$ cat config.mk
export PLATFORM = sky130hd
export DESIGN_NAME = pit_channel
export DESIGN_NICKNAME = d
export VERILOG_FILES = /design/src/rtl/pit_pkg.sv /design/src/rtl/pit_count_core.sv /design/src/rtl/pit_host_if.sv /design/src/rtl/pit_channel.sv
export SDC_FILE = /design/constraint.sdc
export NUM_CORES = 1
export LEC_CHECK = 0
export ABC_AREA = 1
export BUFFER_PORTS_ARGS = -buffer_cell sky130_fd_sc_hd__buf_4
export CORE_ASPECT_RATIO = 0.5
export CORE_MARGIN = 2
export CORE_UTILIZATION = 64
export CTS_CLUSTER_DIAMETER = 80
export DETAILED_ROUTE_END_ITERATION = 8
export HOLD_SLACK_MARGIN = 0.06
export PLACE_DENSITY_LB_ADDON = 0.3
export SLEW_MARGIN = 15
export SYNTH_ARGS = -nofsm -noshare
export SYNTH_HDL_FRONTEND = slang
export SYNTH_SLANG_ARGS = --single-unit
$ cat constraint.sdc
create_clock -name clk -period 5.75 [get_ports clk]
set_input_delay 0.2875 -clock clk [delete_from_list [all_inputs] [get_ports clk]]
set_output_delay 0.2875 -clock clk [all_outputs]
set_load 0.1 [all_outputs]
$ cat src/rtl/pit_pkg.sv
`timescale 1ns/1ps
package pit_pkg;

    typedef enum logic [1:0] {
        ACC_LATCH = 2'd0,
        ACC_LO    = 2'd1,
        ACC_HI    = 2'd2,
        ACC_LOHI  = 2'd3
    } acc_e;

    localparam logic [2:0] OP_TC   = 3'd0;
    localparam logic [2:0] OP_RATE = 3'd2;
    localparam logic [2:0] OP_SQ   = 3'd3;

    typedef enum logic [1:0] {
        RUN_IDLE = 2'd0,
        RUN_PEND = 2'd1,
        RUN_GO   = 2'd2
    } run_e;

    typedef enum logic {
        WAIT_LO = 1'b0,
        WAIT_HI = 1'b1
    } wait_e;

    function automatic logic op_valid(input logic [2:0] op);
        return (op == OP_TC) || (op == OP_RATE) || (op == OP_SQ);
    endfunction

endpackage

$ cat src/rtl/pit_count_core.sv
`timescale 1ns/1ps
module pit_count_core
    import pit_pkg::*;
#(
    parameter int BYTE_W = 8
) (
    input  logic                  clk,
    input  logic                  rst_n,
    input  logic                  tick,
    input  logic [2*BYTE_W-1:0]   reload_i,
    input  logic [2:0]            op_i,
    input  logic                  reload_done_i,
    input  logic                  mode_set_i,
    output logic [2*BYTE_W-1:0]   cnt_o,
    output run_e                  run_o,
    output logic                  out_o,
    output logic                  irq_o
);
    localparam int CNT_W = 2 * BYTE_W;

    typedef struct packed {
        logic [CNT_W-1:0] cnt;
        run_e             run;
        logic             out;
        logic             irq;
    } core_t;

    core_t c_d, c_q;

    logic             sq;
    logic [CNT_W-1:0] load_val;
    logic [CNT_W-1:0] step;
    logic [CNT_W:0]   cnt_ext;

    // In square-wave mode the load is forced even and the count drops by two.
    assign sq       = (op_i == OP_SQ);
    assign load_val = sq ? {reload_i[CNT_W-1:1], 1'b0} : reload_i;
    assign step     = sq ? CNT_W'(2) : CNT_W'(1);
    // A counter of zero stands for the full range 2**CNT_W.
    assign cnt_ext  = {c_q.cnt == '0, c_q.cnt};

    always_comb begin
        c_d     = c_q;
        c_d.irq = 1'b0;
        // Tick first.
        if (tick) begin
            unique case (c_q.run)
                RUN_PEND: begin
                    c_d.cnt = load_val;
                    c_d.run = RUN_GO;
                end
                RUN_GO: begin
                    if (cnt_ext > {1'b0, step}) begin
                        c_d.cnt = c_q.cnt - step;
                    end else begin
                        // Terminal count: the next period starts with no dead tick.
                        c_d.cnt = load_val;
                        if (sq) begin
                            c_d.out = ~c_q.out;
                            c_d.irq = ~c_q.out;
                        end else begin
                            c_d.irq = 1'b1;
                        end
                    end
                end
                default: ;
            endcase
        end
        // Then a completed reload.
        if (reload_done_i && !((op_i == OP_RATE) && (c_q.run == RUN_GO))) begin
            c_d.run = RUN_PEND;
        end
        // Then mode programming.
        if (mode_set_i) begin
            c_d.run = RUN_IDLE;
            c_d.out = 1'b1;
        end
    end

    always_ff @(posedge clk) begin
        if (!rst_n) begin
            c_q.cnt <= '0;
            c_q.run <= RUN_IDLE;
            c_q.out <= 1'b0;
            c_q.irq <= 1'b0;
        end else begin
            c_q <= c_d;
        end
    end

    assign cnt_o = c_q.cnt;
    assign run_o = c_q.run;
    assign out_o = c_q.out;
    assign irq_o = c_q.irq;

endmodule

$ cat src/rtl/pit_host_if.sv
`timescale 1ns/1ps
module pit_host_if
    import pit_pkg::*;
#(
    parameter int BYTE_W = 8,
    parameter int SIZE_W = 3
) (
    input  logic                  clk,
    input  logic                  rst_n,
    input  logic [SIZE_W-1:0]     acc_size,
    input  logic                  ctl_wr,
    input  logic [1:0]            ctl_acc,
    input  logic [2:0]            ctl_op,
    input  logic                  wr_en,
    input  logic [BYTE_W-1:0]     wr_data,
    input  logic                  rd_en,
    input  logic [2*BYTE_W-1:0]   cnt_i,
    output logic [BYTE_W-1:0]     rd_data_o,
    output logic                  err_o,
    output logic [2*BYTE_W-1:0]   reload_o,
    output logic [2:0]            op_o,
    output logic                  reload_done_o,
    output logic                  mode_set_o,
    output logic                  held_o,
    output logic [2*BYTE_W-1:0]   latch_o
);
    localparam int CNT_W = 2 * BYTE_W;

    typedef struct packed {
        logic [CNT_W-1:0]  reload;
        logic [CNT_W-1:0]  latch;
        logic              held;
        logic              rd_hi;
        wait_e             wr_wait;
        acc_e              acc;
        logic [2:0]        op;
        logic [BYTE_W-1:0] rd_data;
        logic              err;
    } hst_t;

    hst_t h_d, h_q;

    logic             size_ok;
    logic             done_d;
    logic             mset_d;
    logic [CNT_W-1:0] src;

    assign size_ok = (acc_size == SIZE_W'(1));
    assign src     = h_q.held ? h_q.latch : cnt_i;

    always_comb begin
        h_d     = h_q;
        h_d.err = 1'b0;
        done_d  = 1'b0;
        mset_d  = 1'b0;

        // Read, served before any snapshot command of the same clock.
        if (rd_en) begin
            if (!size_ok) begin
                h_d.err = 1'b1;
            end else if (!h_q.rd_hi) begin
                h_d.rd_data = src[BYTE_W-1:0];
                h_d.rd_hi   = 1'b1;
            end else begin
                h_d.rd_data = src[CNT_W-1:BYTE_W];
                h_d.rd_hi   = 1'b0;
                h_d.held    = 1'b0;
            end
        end

        // Reload byte assembly.
        if (wr_en) begin
            if (!size_ok) begin
                h_d.err = 1'b1;
            end else if (h_q.wr_wait == WAIT_LO) begin
                h_d.reload[BYTE_W-1:0] = wr_data;
                if (h_q.acc == ACC_LOHI) begin
                    h_d.wr_wait = WAIT_HI;
                end else begin
                    done_d = 1'b1;
                end
            end else begin
                h_d.reload[CNT_W-1:BYTE_W] = wr_data;
                if (h_q.acc == ACC_LOHI) begin
                    h_d.wr_wait = WAIT_LO;
                end
                done_d = 1'b1;
            end
        end

        // Control: snapshot or mode programming.
        if (ctl_wr) begin
            if (!size_ok) begin
                h_d.err = 1'b1;
            end else if (ctl_acc == ACC_LATCH) begin
                if (!h_d.held) begin
                    h_d.latch = cnt_i;
                    h_d.held  = 1'b1;
                end
            end else if (!op_valid(ctl_op)) begin
                h_d.err = 1'b1;
            end else begin
                h_d.acc     = acc_e'(ctl_acc);
                h_d.op      = ctl_op;
                h_d.wr_wait = (ctl_acc == ACC_HI) ? WAIT_HI : WAIT_LO;
                mset_d      = 1'b1;
            end
        end
    end

    always_ff @(posedge clk) begin
        if (!rst_n) begin
            h_q.reload  <= '0;
            h_q.latch   <= '0;
            h_q.held    <= 1'b0;
            h_q.rd_hi   <= 1'b0;
            h_q.wr_wait <= WAIT_LO;
            h_q.acc     <= ACC_LOHI;
            h_q.op      <= OP_TC;
            h_q.rd_data <= '0;
            h_q.err     <= 1'b0;
        end else begin
            h_q <= h_d;
        end
    end

    assign rd_data_o     = h_q.rd_data;
    assign err_o         = h_q.err;
    assign reload_o      = h_q.reload;
    assign op_o          = h_q.op;
    assign reload_done_o = done_d;
    assign mode_set_o    = mset_d;
    assign held_o        = h_q.held;
    assign latch_o       = h_q.latch;

endmodule

$ cat src/rtl/pit_channel.sv
`timescale 1ns/1ps
module pit_channel
    import pit_pkg::*;
#(
    parameter int BYTE_W = 8,
    parameter int SIZE_W = 3
) (
    input  logic              clk,
    input  logic              rst_n,
    input  logic [SIZE_W-1:0] acc_size,
    input  logic              ctl_wr,
    input  logic [1:0]        ctl_acc,
    input  logic [2:0]        ctl_op,
    input  logic              wr_en,
    input  logic [BYTE_W-1:0] wr_data,
    input  logic              rd_en,
    output logic [BYTE_W-1:0] rd_data,
    input  logic              tick,
    output logic              out_pin,
    output logic              irq,
    output logic              err
);
    localparam int CNT_W = 2 * BYTE_W;

    logic [CNT_W-1:0] cnt_w;
    logic [CNT_W-1:0] reload_w;
    logic [CNT_W-1:0] latch_w;
    logic [2:0]       op_w;
    logic             done_w;
    logic             mset_w;
    logic             held_w;
    run_e             run_w;

    pit_host_if #(
        .BYTE_W (BYTE_W),
        .SIZE_W (SIZE_W)
    ) i_host (
        .clk           (clk),
        .rst_n         (rst_n),
        .acc_size      (acc_size),
        .ctl_wr        (ctl_wr),
        .ctl_acc       (ctl_acc),
        .ctl_op        (ctl_op),
        .wr_en         (wr_en),
        .wr_data       (wr_data),
        .rd_en         (rd_en),
        .cnt_i         (cnt_w),
        .rd_data_o     (rd_data),
        .err_o         (err),
        .reload_o      (reload_w),
        .op_o          (op_w),
        .reload_done_o (done_w),
        .mode_set_o    (mset_w),
        .held_o        (held_w),
        .latch_o       (latch_w)
    );

    pit_count_core #(
        .BYTE_W (BYTE_W)
    ) i_core (
        .clk           (clk),
        .rst_n         (rst_n),
        .tick          (tick),
        .reload_i      (reload_w),
        .op_i          (op_w),
        .reload_done_i (done_w),
        .mode_set_i    (mset_w),
        .cnt_o         (cnt_w),
        .run_o         (run_w),
        .out_o         (out_pin),
        .irq_o         (irq)
    );

endmodule

== After elaboration in Yosys (flattened, before gate mapping) ==
Cells that the tools add are included.

* Register bits after elaboration: 69
* Bits in latches: 0
* Memory bits (writable): 0
* Memory bits (read-only): 0
* Output and inout bits: 11
* Word-level logic and storage cells: 106
* Memories: 0

* Add/subtract/negate cells: 1
* $mul: 0
* Div/mod/pow operators: 0
* Magnitude comparators: 1
* Equal/unequal tests: 10
* Shift operators: 0
* Mux-type cells: 46
* Bitwise gates (word level): 7
* Reductions and logical operators: 26

{| class="wikitable"
|+ Operators by type and width
! kind !! count
|-
| $mux 1 || 32
|-
| $mux 16 || 2
|-
| $pmux 16 s2 || 1
|-
| $mux 6 || 4
|-
| $gt 17x2->1 || 1
|-
| $logic_not 16->1 || 1
|-
| $sub 16x2->16 || 1
|-
| $eq 3x2->1 const B || 4
|-
| $reduce_and 4->1 || 3
|-
| $reduce_bool 2->1 || 6
|-
| $mux 2 || 5
|-
| $mux 8 || 1
|-
| $reduce_and 2->1 || 4
|-
| $not 1->1 || 7
|-
| $eq 2x2->1 const B || 3
|-
| $reduce_and 3->1 || 2
|-
| $reduce_or 4->1 || 1
|-
| $eq 3x1->1 const B || 1
|-
| $logic_not 3->1 || 1
|-
| $mux 3 || 1
|-
| $reduce_or 3->1 || 1
|-
| $eq 2x1->1 const B || 1
|-
| $logic_and 1x1->1 || 2
|-
| $logic_not 2->1 || 1
|-
| other kinds (4) || 5
|}

== Depth between registers and ports, before layout ==
* Depth in word-level cells: 9
* Depth in mapped cells: 15
* Gate-level depth less buffers: 15

== Hierarchy ==
From an unflattened synthesis, not the netlist that was laid out.

* Cell total of the unflattened synthesis: 648
* Area total of the unflattened synthesis: 4289.1 µm²

{| class="wikitable"
|+ Modules (own cells, without submodules)
! module !! times used !! cells each !! area each (µm²) !! sequential area each (µm²)
|-
| pit_host_if || 1 || 364 || 2561.2 || 980.9
|-
| pit_count_core || 1 || 284 || 1727.9 || 400.4
|}

== Worst setup path after synthesis ==
OpenSTA, ideal clock, no wires.

* Path kind: register to register
* From: register i_host.h_q, in the netlist i_host.op_o[2]
* To: register i_core.c_q, in the netlist i_core.cnt_o[12]
* Data arrival time: 1.862 ns
* Required time: 5.618 ns
* Setup slack: 3.756 ns
* Stages on the path, launching flop included: 16
* Clock period less this slack: 1.994 ns
* Cell sequence: dfxtp_1 > inv_1 > nand3_1 > ha_1 > inv_1 > fa_1 > inv_1 > nand3_1 > nor2_1 > nand2_1 > nand2_1 > nand2_1 > inv_1 > nand2_1 > nand3_1 > a21oi_1

* Longest elaborated chain between the ends: 5
* Elaborated cells on any way between the ends: 6
* Classes of those cells: 1 x add/sub; 1 x order compare; 1 x eq/ne; 3 x mux

{| class="wikitable"
|+ Ends and longest elaborated chain
! item !! line !! source
|-
| start: declaration || pit_host_if.sv:41 || <nowiki>hst_t h_d, h_q;</nowiki>
|-
| $eq 3x2->1 (*) || pit_count_core.sv:36 || <nowiki>assign sq = (op_i == OP_SQ);</nowiki>
|-
| $mux 2 (*) || pit_count_core.sv:38 || <nowiki>assign step = sq ? CNT_W'(2) : CNT_W'(1);</nowiki>
|-
| $sub 16x2->16 or $gt 17x2->1 (tied branches) || pit_count_core.sv:54, pit_count_core.sv:53 ||
|-
| $mux 16 (*) || pit_count_core.sv:53 || <nowiki>if (cnt_ext > {1'b0, step}) begin</nowiki>
|-
| $pmux 16 s2 (*) || pit_count_core.sv:47 || <nowiki>unique case (c_q.run)</nowiki>
|-
| end: declaration || pit_count_core.sv:28 || <nowiki>core_t c_d, c_q;</nowiki>
|}

Mark *: on every way between the ends. The rest lies on a longest branch, timed or not.
A chain may end at the register's enable or synchronous reset.

== Worst setup path after layout ==
Same ends and word-level chain as after synthesis.

==> results.tsv <==
metric	value	unit
Critical Path, Cell by Cell	inv_1 -> nand3_1 -> ha_1 -> inv_1 -> fa_1 -> inv_1 -> nand3_1 -> nor2_1 -> nand2_1 -> nand2_1 -> nand2_1 -> inv_1 -> nand2_1 -> nand3_1 -> a21oi_1	
Pint	0.000657	W
most common cell after layout, fill and taps aside	nand2_1	
CORE AREA	5400	um^2
setup repair bufs after CTS	0	
Finished Layout Cells	610	
Fin. Hold Viols	0	
R2R setup slack	3.49	ns
CTS sink cnt	69	
Seq pwr share	56.1	%
critical path startpoint category	flip-flop	
worst min-delay path startpoint	ctl_acc[1]	
slew margin rel.	39.7	%
Fill cells	460	
largest family of logic cells by synthesized area	simple AND/OR/NAND/NOR gates	
reg2reg path depth	15	
Worst Hold Class	in2reg	
Synth Instances	513	
Period minus WS final	2.26	ns
TritonRoute pass-1 iters	5	
compound-gate portion of the synthesized area	16.8	%
die area	6140	um^2
Critical Path AT	2.47	ns
unrepaired setup endpoints after global routing	no	
row cnt	19	
multiplexer share of the synthesized area	0.284	%
Overall Global Routing Usage	27.2	%
Worst Hold End	i_host.h_q[13]	
Clock Skew	0.00805	ns
reg2reg end	i_core.cnt_o[12]	
Pwr per Cell Area	224	nW/um^2
Max-cap violations	0	
sequential area share after synthesis	39.2	%
Final Cycle Share	39.3	%
total power	0.000868	W
Die Ht	56.4	um
Slew Viols, Final	0	
fin nets	560	
IO buf count	32	
Root Buffer	clkbuf_8	
Adder-Cell Fraction of Synth Area	2.35	%
Combinational Power Share	6.1	%
Via density	5.26	
CP max FO	6	
synthesized area	3520	um^2
Fmax	0.443	GHz
most frequent cells in the layout	nand2_1, dfxtp_1, inv_1	
global route overflow	0	
Vias	3206	
layout cells sized above 1	12.8	%
initial antenna violation count	0	
Crit. End Element	flip-flop	
Antenna Nets Post-Route	0	
Worst Tran Pin Value	0.904	ns
CTS tree	done	
initial core utilization	65.2	%
Switching Power	0.000211	W
DPL Wire Length	5640	um
final wirelength	7720	um
Post-Route Setup TNS	0	ns
final setup fails	0	
Residual DRC	0	
post-cts repair resize count	0	
clock buffer depth	2	
Clk pwr share	37.8	%
Lkg Pwr	1.76	nW
crit-path max cell delay	0.40	ns
largest net degree at the start of global routing	41	
CTS Hold Bufs	0	
1st-iter DRT viols	260	
Post-Syn Nets	541	
xor/xnor share of the synthesized area	2.24	%
Hold Crit Depth	3	
sw frac	24.4	%
Yosys warning count	0	
CP Class	reg2reg	
Placed Cells	594	
first-pass GRT wire length	13000	um
CTS buffer count	9	
final RePlAce weighted congestion	0.950	
Distinct cells, synth	30	
VDD IR max	0.135	mV
IO Pins	33	
Worst-Skew Late Latency	0.34	ns
vias in the first global route	2787	
Worst-path clk slew	0.07	ns
Post-Synth Simple-Gate Area	28.0	%
WL/cell	12.7	um
H-tree Lvls	3	
worst r2r src	i_host.op_o[2]	
CP required	5.96	ns
outcome	finished, final reports clean	
Area growth, synth to finish	10.4	%
slowest CP cell	fa_1	
fin util	72.0	%
WHS	0.156	ns
ANT cells	0	
syn avg cell area	6.86	um^2
DIE WIDTH	109	um
Synth Register Bits	69	
## power groups by stage
stage / Sequential [W] / Clock, W / Combinational [W]
after floorplan: 0.000502 / 0 / 0.0000270
after global placement: 0.000498 / 0 / 0.0000515
after detailed placement: 0.000498 / 0 / 0.0000523
after CTS: 0.000487 / 0.000333 / 0.0000526
after global routing: 0.000488 / 0.000354 / 0.0000586
final: 0.000487 / 0.000328 / 0.0000529
## kinds of logic after synthesis
logic type	count (synthesis)
AND/OR/NAND/NOR	219
AO/OA/AOI/OAI	116
buffers and inverters	93
flip-flops	69
XOR/XNOR	9
adder cells (fa/ha/maj)	6
multiplexers	1
## through the flow
step / worst slack [ns] / area (um^2)
floorplan: 3.76 / 3520
global placement: 3.61 / 3730
detailed placement: 3.51 / 3730
CTS: 3.49 / 3880
global route: 3.25 / 3880
finish: 3.49 / 3880
## worst max-delay path, delay by kind of cell, from the launching register on
kind	cells	cell delay (ns)
and+or+nand+nor	8	0.87
adders and majority gates	2	0.60
DFF	1	0.33
buffers and inverters	4	0.26
AOI/OAI and AO/OA	1	0.07
## worst max-delay path by stage
stage | start | endpoint | slack (ns) | cells after the start
2_1_floorplan | i_host.op_o[2] | i_core.cnt_o[12] | 3.76 | 15
3_3_place_gp | i_host.op_o[2] | i_core.cnt_o[12] | 3.61 | 15
3_5_place_dp | i_host.op_o[2] | i_core.cnt_o[12] | 3.51 | 15
4_1_cts | i_host.op_o[2] | i_core.cnt_o[12] | 3.49 | 15
5_1_grt | i_host.op_o[2] | i_core.cnt_o[12] | 3.25 | 15
6_report | i_host.op_o[2] | i_core.cnt_o[12] | 3.49 | 15
## per-layer routing
layer / global-route usage [%] / part of all wire, % / vias to the layer above
li1: - / - / 1691
met1: 39.5 / 51 / 1408
met2: 39.4 / 41 / 99
met3: 8.25 / 7.6 / 8
met4: 6.41 / 0.92 / 0
met5: 0 / 0 / -
## cell usage after synthesis
| cell | count | area share (%) |
|---|---|---|
| nand4_1 | 10 | 1.8 |
| buf_1 | 1 | 0.11 |
| a21oi_1 | 61 | 8.7 |
| nand2_2 | 2 | 0.36 |
| or2_2 | 5 | 0.89 |
| o21ai_1 | 5 | 0.71 |
| nor2_2 | 4 | 0.71 |
| nor2_1 | 48 | 5.1 |
| nor2_4 | 3 | 0.96 |
| nand3_1 | 26 | 3.7 |
| a31oi_1 | 6 | 1.1 |
| mux2i_1 | 1 | 0.28 |
| o21ai_0 | 43 | 6.1 |
| inv_1 | 64 | 6.8 |
| nand2_1 | 111 | 12 |
| buf_4 | 8 | 1.7 |
| fa_1 | 1 | 0.57 |
| xor2_1 | 9 | 2.2 |
| clkbuf_1 | 12 | 1.3 |
| nand3_2 | 3 | 0.85 |
| buf_2 | 4 | 0.57 |
| buf_6 | 1 | 0.32 |
| inv_2 | 2 | 0.21 |
| dfxtp_1 | 69 | 39 |
| a211oi_1 | 1 | 0.21 |
| ha_1 | 5 | 1.8 |
| nand3_4 | 2 | 1.0 |
| nor3_1 | 3 | 0.43 |
| clkinv_1 | 1 | 0.11 |
| nor4_1 | 2 | 0.36 |
## state kept, by name (all words and copies together), names as in the netlist
| register | count |
|---|---|
| i_core.irq_o | 1 |
| i_host.err_o | 1 |
| i_host.h_q | 4 |
| i_core.out_o | 1 |
| i_host.rd_data_o | 8 |
| i_core.run_o | 2 |
| i_core.cnt_o | 16 |
| i_host.held_o | 1 |
| i_host.reload_o | 16 |
| i_host.latch_o | 16 |
| i_host.op_o | 3 |
## layout make-up
class,instances,area [um^2],area share (%)
clock buffer,11,131,3.38
tap,73,91.3,2.35
clock inverter,5,27.5,0.709
inverter,67,251,6.47
timing repair buffer,34,255,6.57
sequential,69,1380,35.6
multi-input combinational,351,1750,45.0
No activity file was read; power rests on OpenSTA's default activity.
